--- src/rtl/boot_dec_pkg.sv ---
package boot_dec_pkg;
  localparam int NUM_SLV   = 5;
  localparam int SLV_SRAM  = 0;
  localparam int SLV_ROM   = 1;
  localparam int SLV_HOST  = 2;
  localparam int SLV_EXT   = 3;
  localparam int SLV_PERI  = 4;

  localparam int REG_W     = 4;
  localparam int WIN_W     = 8;
  localparam int CS_W      = 3;
  localparam int IW_W      = 3;

  localparam logic [IW_W-1:0] W_NONE  = 3'd0;
  localparam logic [IW_W-1:0] W_SRAMA = 3'd1;
  localparam logic [IW_W-1:0] W_SRAMB = 3'd2;
  localparam logic [IW_W-1:0] W_SRAMC = 3'd3;
  localparam logic [IW_W-1:0] W_ROM   = 3'd4;
  localparam logic [IW_W-1:0] W_USB   = 3'd5;
  localparam logic [IW_W-1:0] W_LCD   = 3'd6;

  typedef struct packed {
    logic [NUM_SLV-1:0] sel;
    logic [CS_W-1:0]    cs;
    logic [IW_W-1:0]    win;
    logic               abort;
  } dec_res_t;
endpackage

--- src/rtl/boot_strap_cap.sv ---
module boot_strap_cap (
  input  logic clk,
  input  logic rst_n,
  input  logic strap_in,
  output logic strap_q
);
  always_ff @(posedge clk) begin
    if (!rst_n) strap_q <= strap_in;
  end

  assert_strap_hold_R9: assert property (@(posedge clk) disable iff (!rst_n)
    $past(rst_n) |-> $stable(strap_q));
endmodule

--- src/rtl/remap_regs.sv ---
module remap_regs #(
  parameter int NUM_MST = 2,
  localparam int MID_W = (NUM_MST > 1) ? $clog2(NUM_MST) : 1
) (
  input  logic               clk,
  input  logic               rst_n,
  input  logic               wr,
  input  logic [MID_W-1:0]   wr_mst,
  input  logic               wr_val,
  output logic [NUM_MST-1:0] remap
);
  for (genvar m = 0; m < NUM_MST; m++) begin : g_mst
    always_ff @(posedge clk) begin
      if (!rst_n)
        remap[m] <= 1'b0;
      else if (wr && (wr_mst == MID_W'(m)))
        remap[m] <= wr_val;
    end

    assert_remap_reset_R10: assert property (@(posedge clk) disable iff (!rst_n)
      $past(!rst_n) |-> !remap[m]);
  end
endmodule

--- src/rtl/region_decode.sv ---
module region_decode
  import boot_dec_pkg::*;
(
  input  logic [REG_W-1:0] region,
  input  logic [WIN_W-1:0] window,
  input  logic             remap_on,
  input  logic             strap,
  output dec_res_t         res
);
  always_comb begin
    res = '0;
    if (region == '0) begin
      case (window)
        8'd0: begin
          if (remap_on) begin
            res.sel[SLV_SRAM] = 1'b1;
            res.win = W_SRAMC;
          end else if (strap) begin
            res.sel[SLV_ROM] = 1'b1;
            res.win = W_ROM;
          end else begin
            res.sel[SLV_EXT] = 1'b1;
          end
        end
        8'd1: begin res.sel[SLV_SRAM] = 1'b1; res.win = W_SRAMA; end
        8'd2: begin res.sel[SLV_SRAM] = 1'b1; res.win = W_SRAMB; end
        8'd3: begin res.sel[SLV_SRAM] = 1'b1; res.win = W_SRAMC; end
        8'd4: begin res.sel[SLV_ROM]  = 1'b1; res.win = W_ROM;   end
        8'd5: begin res.sel[SLV_HOST] = 1'b1; res.win = W_USB;   end
        8'd6: begin res.sel[SLV_HOST] = 1'b1; res.win = W_LCD;   end
        default: res.abort = 1'b1;
      endcase
    end else if (region <= REG_W'(8)) begin
      res.sel[SLV_EXT] = 1'b1;
      res.cs = CS_W'(region - REG_W'(1));
    end else if (region == '1) begin
      res.sel[SLV_PERI] = 1'b1;
    end else begin
      res.abort = 1'b1;
    end
  end

  always_comb begin
    assert_excl_R3: assert (res.abort != ($countones(res.sel) == 1));
  end
endmodule

--- src/rtl/boot_addr_decoder.sv ---
module boot_addr_decoder
  import boot_dec_pkg::*;
#(
  parameter int ADDR_W  = 32,
  parameter int NUM_MST = 2,
  localparam int MID_W  = (NUM_MST > 1) ? $clog2(NUM_MST) : 1
) (
  input  logic               clk,
  input  logic               rst_n,
  input  logic               boot_strap,
  input  logic               remap_wr,
  input  logic [MID_W-1:0]   remap_mst,
  input  logic               remap_val,
  input  logic               addr_vld,
  input  logic [MID_W-1:0]   addr_mst,
  input  logic [ADDR_W-1:0]  addr,
  output logic               dec_valid,
  output logic [NUM_SLV-1:0] slv_sel,
  output logic [CS_W-1:0]    ext_cs,
  output logic [IW_W-1:0]    int_win,
  output logic               abort
);
  localparam int LOW_W = ADDR_W - REG_W - WIN_W;

  logic               strap_q;
  logic [NUM_MST-1:0] remap;
  dec_res_t           comb_res;
  dec_res_t           res_q;
  logic               unused_low;

  assign unused_low = ^addr[LOW_W-1:0];

  boot_strap_cap u_strap (
    .clk(clk), .rst_n(rst_n), .strap_in(boot_strap), .strap_q(strap_q)
  );

  remap_regs #(.NUM_MST(NUM_MST)) u_remap (
    .clk(clk), .rst_n(rst_n), .wr(remap_wr), .wr_mst(remap_mst),
    .wr_val(remap_val), .remap(remap)
  );

  region_decode u_dec (
    .region(addr[ADDR_W-1 -: REG_W]),
    .window(addr[ADDR_W-REG_W-1 -: WIN_W]),
    .remap_on(remap[addr_mst]),
    .strap(strap_q),
    .res(comb_res)
  );

  always_ff @(posedge clk) begin
    if (!rst_n) begin
      dec_valid <= 1'b0;
      res_q     <= '0;
    end else begin
      dec_valid <= addr_vld;
      res_q     <= addr_vld ? comb_res : '0;
    end
  end

  assign slv_sel = res_q.sel;
  assign ext_cs  = res_q.cs;
  assign int_win = res_q.win;
  assign abort   = res_q.abort;

  assert_sel_onehot_R11: assert property (@(posedge clk) disable iff (!rst_n)
    $onehot0(slv_sel));
  assert_follows_strobe_R11: assert property (@(posedge clk) disable iff (!rst_n)
    dec_valid |-> $past(addr_vld));
  assert_quiet_idle_R11: assert property (@(posedge clk) disable iff (!rst_n)
    !dec_valid |-> (slv_sel == '0 && !abort && ext_cs == '0 && int_win == '0));
  assert_abort_nosel_R3: assert property (@(posedge clk) disable iff (!rst_n)
    abort |-> (dec_valid && slv_sel == '0));
  assert_cs_ext_only_R1: assert property (@(posedge clk) disable iff (!rst_n)
    (ext_cs != '0) |-> slv_sel[SLV_EXT]);
  assert_win_internal_R4: assert property (@(posedge clk) disable iff (!rst_n)
    (int_win != '0) |-> (slv_sel[SLV_SRAM] || slv_sel[SLV_ROM] || slv_sel[SLV_HOST]));
endmodule

--- config.mk ---
export PLATFORM = sky130hd
export DESIGN_NAME = boot_addr_decoder
export DESIGN_NICKNAME = d
export VERILOG_FILES = /design/src/rtl/boot_dec_pkg.sv /design/src/rtl/boot_strap_cap.sv /design/src/rtl/remap_regs.sv /design/src/rtl/region_decode.sv /design/src/rtl/boot_addr_decoder.sv
export SDC_FILE = /design/constraint.sdc
export NUM_CORES = 1
export LEC_CHECK = 0
export ABC_AREA = 1
export CAP_MARGIN = 20
export CORE_UTILIZATION = 55
export CTS_CLUSTER_DIAMETER = 50
export CTS_CLUSTER_SIZE = 20
export DETAILED_ROUTE_END_ITERATION = 10
export DONT_BUFFER_PORTS = 1
export GPL_ROUTABILITY_DRIVEN = 0
export GPL_TIMING_DRIVEN = 0
export PLACE_DENSITY = 0.73
export REMOVE_ABC_BUFFERS = 1
export SLEW_MARGIN = 0
export SYNTH_ARGS = -nofsm -noshare
export SYNTH_HDL_FRONTEND = slang
export SYNTH_HIERARCHICAL = 1
export SYNTH_SLANG_ARGS = --single-unit
--- constraint.sdc ---
create_clock -name clk -period 1.5 [get_ports clk]
set_input_delay 0.45 -clock clk [delete_from_list [all_inputs] [get_ports clk]]
set_output_delay 0.45 -clock clk [all_outputs]
set_load 0.02 [all_outputs]
# After elaboration in Yosys (flattened, before gate mapping)
# Index checks and enable logic that the tools add are counted.
# op_classes
n_bitwise,4
reduce_logical,11
n_eq_ne,7
n_lt_le_gt_ge,2
add_sub_neg,1
n_mux,21
# ops
operator,n
$eq 8x3->1 const B,3
$pmux 3 s7,1
$eq 8x2->1 const B,2
$mux 1,16
$eq 8x1->1 const B,1
$logic_not 8->1,1
$reduce_or 4->1,2
$reduce_or 7->1,1
$mux 3,2
$eq 4x4->1 const B,1
$le 4x4->1 const B,1
$logic_not 4->1,1
$not 1->1,4
$pmux 1 s2,2
$reduce_and 3->1,1
$reduce_or 3->1,1
$sub 3x1->3 const B,1
$logic_and 1x1->1,2
$lt 1x2->1 const B,1
$reduce_and 2->1,1
$reduce_or 2->1,1
# totals
wordCells,56
inputBits,40
register_bits,16

# Longest topological paths before layout
# Gate-level depths: netlist (run 1).
# logic_depth
word_depth,5
mapped_depth,10

# Modules after synthesis
# Netlist (run 1), hierarchy kept.
# by_module_without_submodules
module,n_inst,area_each_um2,cells_each,seq_area_each_um2
boot_addr_decoder,1,414.1,44,260.2
region_decode,1,385.4,77,0.0
remap_regs,1,87.6,12,40.0
boot_strap_cap,1,33.8,2,30.0

# Least setup slack after synthesis (run 1)
# Ideal clock, no wire load.
# synth_path
path_type,input-to-reg
start,input addr[28]
end,"register res_q, in the netlist ext_cs[2]"
required_time_ns,1.439
path_slack_ns,0.107
arrival_ns,1.332
setup_time_ns,0.061
stages,8
path_cell_list,inv_1 ha_1 inv_1 nor3_4 or2_2 nor2_1 inv_1 nor2_4
# synth_via
elab_chain_cells,3
# synth_rtl
item,line,rtl
from (decl),boot_addr_decoder.sv:16,"input logic [ADDR_W-1:0] addr,"
$le 4x4->1,region_decode.sv:33,end else if (region <= REG_W'(8)) begin
$not 1->1 (no line),--,
$reduce_or 4->1 (no line),--,
to (signal assigned),boot_addr_decoder.sv:56,res_q <= addr_vld ? comb_res : '0;
to (decl),boot_addr_decoder.sv:28,dec_res_t res_q;
# Parallel ways exist; a longest one is shown, timed or not.
# A chain may end at the register's enable or synchronous reset.

# Worst setup path after layout (run 1)
# layout_path
start,input addr[28]
end,"register res_q, in the netlist int_win[2]"
# layout_via
elab_chain_cells,2
# layout_rtl
item,line,rtl
$logic_not 4->1,region_decode.sv:12,if (region == '0) begin
$reduce_and 3->1 (no line),--,
# No other way between the ends.

==> summary.md, run 1 <==
| Metric | Value |
|---|---|
| Outcome | complete, no violations |
| All-layer global routing usage | between 10% and 20% |
| Mapped Area | 921 sq um |
| Row count | 14 |
| Commonest cells after routing, fill and taps aside | inv_1, nor2_1, nand2_1, nor2_2, dfxtp_1 |
| Critical Path AT | 1430 ps |
| Via density | between 4 and 5 |
| Worst Skew | 9.04 ps |
| Hold_buf cts | 0 |
| Antenna cells | 0 |
| Skew-Pair Late Insertion Delay | 290 ps |
| PwrDens | 854 mW/mm^2 |
| CTS tree | done |
| CTS max path bufs | 2 |
| Cells after synthesis | 135 |
| First-pass GRT wire length | ~2.5 mm |
| Synthesized flop and latch total | 16 |
| Register area share after synthesis | between 30% and 40% |
| Area grow syn2layout | 4.89% |
| Iteration-0 DRC Markers | 3 |
| Final Hold Fails | 0 |
| Net count reported at finish | 182 |
| MaxCap Viol Count | 0 |
| CP required | 1720 ps |
| Tcrit/Tclk final | 80.6% |
| Critical R2R Launch | u_remap/remap[1]$_SDFFE_PN0P_ |
| Final std cell area, no fill | slightly below 0.001 sq mm |
| # DRC | 0 |
| RR Endpoint | int_win[2]$_SDFF_PN0_ |
| VDD IR-drop max | approximately 0.44 mV |
| R2R Setup Slk | 460 ps |
| Die Width | 42.9 um |
| Antenna violations before repair | 0 |
| Routed len/inst | 9.47 um |
| Quantity of gates resized following cts | 0 |
| Hpwl dp | 1.21 mm |
| # IOs | 53 |
| Final Critical Period | 1210 ps |
| Worst reg-to-reg path cell count | 7 |
| Avg Inst Size Synth | approximately 7 sq um |
| Final Util | 62.7% |
| Vias | 734 |
| Final ANT Viol Nets | 0 |
| TNS Setup | 0 ps |
| RSZ-0062 raised after global routing | false |
| Initial core utilization | around three fifths |
| Crit path capture | int_win[2]$_SDFF_PN0_ |
| Max Fclk | 0.827 GHz |
| WHS | 250 ps |
| Setup CP Type | input pin to flop |
| Crit path capture type | flop |
| Post-CTS setup buffer count | 0 |
| Slew Limit Headroom | 76.2% |
| Worst-Margin Slew | 356 ps |
| H-tree Lvls | 1 |
| Total CTS buffers | 3 |
| Largest net degree at the start of global routing | 14 |
| Slew Viols, Final | 0 |
| Commonest non-fill, non-tap cell in the layout | inv_1 |
| Synth unique cells | 23 |
| Root buffer cell | clkbuf_4 |
| Synth Warn # | 6 |
| Finish-stage setup viols | 0 |
| Worst min path class | input pin to flop |
| Worst-path clk slew | 100 ps |
| Die Ht | approximately 43 um |
| Vias in the first global route | 660 |
| Placed cell area | 930 sq um |
| Pwr Total | a little over 0.8 mW |
| Layout cells sized above 1 | roughly a fifth |
| Core area | 0.00154 sq mm |
| Die ar. | roughly 0.0018 sq mm |
| WL final | 1.46 mm |
| Crit path launch type | input pin |
| Drt pass-1 iters | 4 |
| Sink Count | 16 |
| Critical-path maximum fanout | 4 |
| Leak | 0.460 nW |
| Number of port buffers | 0 |
| GRT Residual Overflow | 0 |
| Worst setup path startpoint | addr[28] |
[per-layer routing]
layer  track usage, %  routed length (um)  up-vias
met5                0                   0        -
met4             9.38                  14        0
met1             19.5                 582      308
met3             4.68                  82        2
met2             33.6                 780       23
li1                 -                   -      401
[flip-flops by register name, indices dropped and copies added, names as in the netlist]
| signal | count |
|---|---|
| ext_cs | 3 |
| abort | 1 |
| dec_valid | 1 |
| u_remap/remap | 2 |
| slv_sel | 5 |
| int_win | 3 |
| u_strap/strap_q | 1 |
[synth_stat cells]
| cell type | count | share of area [%] |
|---|---|---|
| buf_6 | 1 | 1.2 |
| dfxtp_1 | 15 | 33 |
| or2_2 | 1 | 0.68 |
| nand2_2 | 3 | 2.0 |
| nor2_1 | 22 | 9.0 |
| o211ai_1 | 1 | 0.82 |
| nand4_1 | 2 | 1.4 |
| o22ai_1 | 1 | 0.68 |
| inv_1 | 34 | 14 |
| nand2_1 | 19 | 7.7 |
| a21oi_1 | 4 | 2.2 |
| nand3_1 | 4 | 2.2 |
| nor2_4 | 1 | 1.2 |
| inv_2 | 1 | 0.41 |
| o21ai_1 | 1 | 0.54 |
| nor2_2 | 15 | 10 |
| o21ai_0 | 1 | 0.54 |
| edfxtp_1 | 1 | 3.3 |
| nand3_2 | 2 | 2.2 |
| nor3_4 | 1 | 1.8 |
| ha_1 | 3 | 4.1 |
| xnor2_1 | 1 | 0.95 |
| nor3_1 | 1 | 0.54 |
[logic make-up (layout without fill, tap and decap cells)]
| logic type | after synthesis | after routing | synth area share [%] |
|---|---|---|---|
| and+or+nand+nor | 71 | 71 | 38.9 |
| buffers and inverters | 36 | 39 | 15.5 |
| AOI/OAI and AO/OA | 8 | 8 | 4.76 |
| DFF | 16 | 16 | 35.9 |
| xor gates and xnor gates | 1 | 1 | 0.951 |
| adders and majority gates | 3 | 3 | 4.08 |
[power by group]
group / switching [mW] / total (mW) / internal, mW
logic: 0.0546 / 0.0866 / 0.0320
clock network: 0.135 / 0.283 / 0.148
registers: 0.0138 / 0.456 / 0.442
total: 0.204 / 0.825 / 0.621
[critical path, cell delays in order]
cell,delay [ps]
inv_1,60
ha_1,170
inv_1,70
nor3_4,180
inv_1,110
nor2_1,110
nand2_1,70
o21ai_1,80
inv_1,50
nor2_1,80
[area by class of cell]
type | count | area [sq um]
clock buffer | 4 | 36.3
fill | 144 | 576
inverter | 35 | 131
multi-input combinational | 83 | 448
sequential | 16 | 330
tap | 16 | 20.0
[through the flow]
stage          cells  worst slack (ps)
6_report         154               291
5_1_grt          154               156
4_1_cts          154               283
3_5_place_dp     150              1.83
3_3_place_gp     150              34.4
2_1_floorplan    134               102
[worst min-delay path by stage]
stage | start | to | slack, ps | cells past startpoint
2_1_floorplan | u_remap/remap[1]$_SDFFE_PN0P_ | u_remap/remap[1]$_SDFFE_PN0P_ | 450 | 2
3_3_place_gp | u_remap/remap[0]$_SDFFE_PN0P_ | u_remap/remap[0]$_SDFFE_PN0P_ | 480 | 2
3_5_place_dp | u_remap/remap[1]$_SDFFE_PN0P_ | u_remap/remap[1]$_SDFFE_PN0P_ | 480 | 2
4_1_cts | boot_strap | u_strap/strap_q$_DFFE_PN_ | 240 | 0
5_1_grt | boot_strap | u_strap/strap_q$_DFFE_PN_ | 240 | 0
6_report | boot_strap | u_strap/strap_q$_DFFE_PN_ | 250 | 0
Power figures use the tool's default switching activity.
==> run 2: changes to the inputs <==
==> constraint.sdc (replaced) <==
create_clock -name clk -period 1.2 [get_ports clk]
set_input_delay 0.36 -clock clk [delete_from_list [all_inputs] [get_ports clk]]
set_output_delay 0.36 -clock clk [all_outputs]
set_load 0.02 [all_outputs]
==> summary.md, run 2 (same netlist as run 1, synthesis figures left out) <==
| Metric | Value |
|---|---|
| Commonest cells after routing, fill and taps aside | inv_1, nor2_1, nand2_1, nor2_2, dfxtp_1 |
| Crit path capture | ext_cs[2]$_SDFF_PN0_ |
| Sink Count | 16 |
| Final Hold Fails | 0 |
| Largest net degree at the start of global routing | 14 |
| Slowest stage cell, crit path | nor3_4 |
| Die ar. | 0.00184 sq mm |
| Initial core utilization | about three fifths |
| Layout cells sized above 1 | 25.2% |
| Pwr Total | 1.04 mW |
| Worst reg-to-reg path cell count | 7 |
| Iteration-0 DRC Markers | 7 |
| Critical Path, Cell by Cell | inv_2, ha_2, inv_2, nor3_4, buf_4, or2_4, nor2_1, inv_1, nor2_4 |
| Worst-path clk slew | 100 ps |
| Net count reported at finish | 183 |
| # IOs | 53 |
| Setup ws final | 71.9 ps |
| WL final | 1.46 mm |
| # DRC | 0 |
| Die Width | 42.9 um |
| Routed len/inst | about 9.4 um |
| Max Fclk | 0.886 GHz |
| Die Ht | 42.9 um |
| Drt pass-1 iters | 4 |
| Setup CP Type | input pin to flop |
| Number of port buffers | 0 |
| Final cell count without fillers | 155 |
| VDD IR-drop max | ~0.54 mV |
| MaxCap Viol Count | 0 |
| Antenna cells | 0 |
| First-pass GRT wire length | 2.54 mm |
| Finish-stage setup viols | 0 |
| Worst path depth | 9 |
| H-tree Lvls | 1 |
| Worst Skew | 6.89 ps |
| Worst min path class | input pin to flop |
| Area grow syn2layout | 6.52% |
| Final ANT Viol Nets | 0 |
| Root buffer cell | clkbuf_4 |
| Tcrit/Tclk final | 94.0% |
| Hpwl dp | 1.21 mm |
| CTS max path bufs | 2 |
| Final Critical Period | 1130 ps |
| Hold_buf cts | 0 |
| Vias in the first global route | 660 |
| Buffer and inverter count on the worst path | 4 |
| Worst-Margin Slew | 357 ps |
| Critical R2R Launch | u_remap/remap[1]$_SDFFE_PN0P_ |
| Leak | 0.463 nW |
| CP delay by family, top | simple AND/OR/NAND/NOR gates |
| Core area | 0.00154 sq mm |
| Slew Limit Headroom | 76.1% |
| RSZ-0062 raised after global routing | false |
| Row count | 14 |
| Placed Instances | 150 |
| Vias | about 750 |
| TNS Setup | 0 ps |
| RR Endpoint | int_win[2]$_SDFF_PN0_ |
| Worst setup path startpoint | addr[29] |
| Slew Viols, Final | 0 |
| Total CTS buffers | 3 |
| Antenna violations before repair | 0 |
| Number of flip-flops in the largest register | 5 |
| Commonest non-fill, non-tap cell in the layout | inv_1 |
| Critical Path AT | 1310 ps |
| Via density | 4.81 |
| Critical-path maximum fanout | 4 |
| Most frequent CP cell | inv_2 |
| PwrDens | around 1100 mW/mm^2 |
| CP required | around 1400 ps |
| Crit path launch type | input pin |
| Crit path capture type | flop |
| GRT Residual Overflow | 0 |
| CP peak stage delay | 240 ps |
| Skew-Pair Late Insertion Delay | 290 ps |
| All-layer global routing usage | 18.6% |
| Outcome | complete, no violations |
| DP Worst Slack | -208 ps |
| CTS tree | done |
| R2R Setup Slk | about 190 ps |
run 2: through the flow:
stage               hold slack [ps]  util, %  cell area [sq um]
finish                          161     63.6                981
global route                    146     63.6                981
CTS                             147     62.7                966
detailed placement              459     60.3                930
global placement                459     60.3                930
floorplan                       451        -                910
run 2: layer usage:
| metal | vias to the layer above | share of wire (%) | track usage, % |
|---|---|---|---|
| met5 | - | 0 | 0 |
| met4 | 0 | 1.4 | 9.38 |
| met3 | 4 | 6.1 | 4.68 |
| met2 | 29 | 53 | 33.6 |
| met1 | 311 | 39 | 19.5 |
| li1 | 402 | - | - |
run 2: cell type report:
type,count,area [sq um]
inverters,35,131
fillers,143,561
well taps,16,20.0
flip-flops and latches,16,330
multi-input cells,83,455
repair buffers,1,7.51
clock buffers,4,36.3
run 2: power by group:
group          internal (mW)  switching, mW  leakage, nW
combinational         0.0437         0.0697        0.310
sequential             0.552         0.0173        0.132
clock                  0.185          0.168       0.0210
run 2: worst min path at each step:
stage	cells after the start	from	slack, ps	endpoint
3_3_place_gp	0	boot_strap	460	u_strap/strap_q$_DFFE_PN_
6_report	0	boot_strap	160	u_strap/strap_q$_DFFE_PN_
2_1_floorplan	2	u_remap/remap[1]$_SDFFE_PN0P_	450	u_remap/remap[1]$_SDFFE_PN0P_
3_5_place_dp	0	boot_strap	460	u_strap/strap_q$_DFFE_PN_
4_1_cts	0	boot_strap	150	u_strap/strap_q$_DFFE_PN_
5_1_grt	0	boot_strap	150	u_strap/strap_q$_DFFE_PN_
run 2: what timing repair did:
item                                   CTS  global route
setup endpoints to repair                0             2
endpoints found under the hold margin    0             0
resized for setup                        0             7
buffers inserted                         0             1
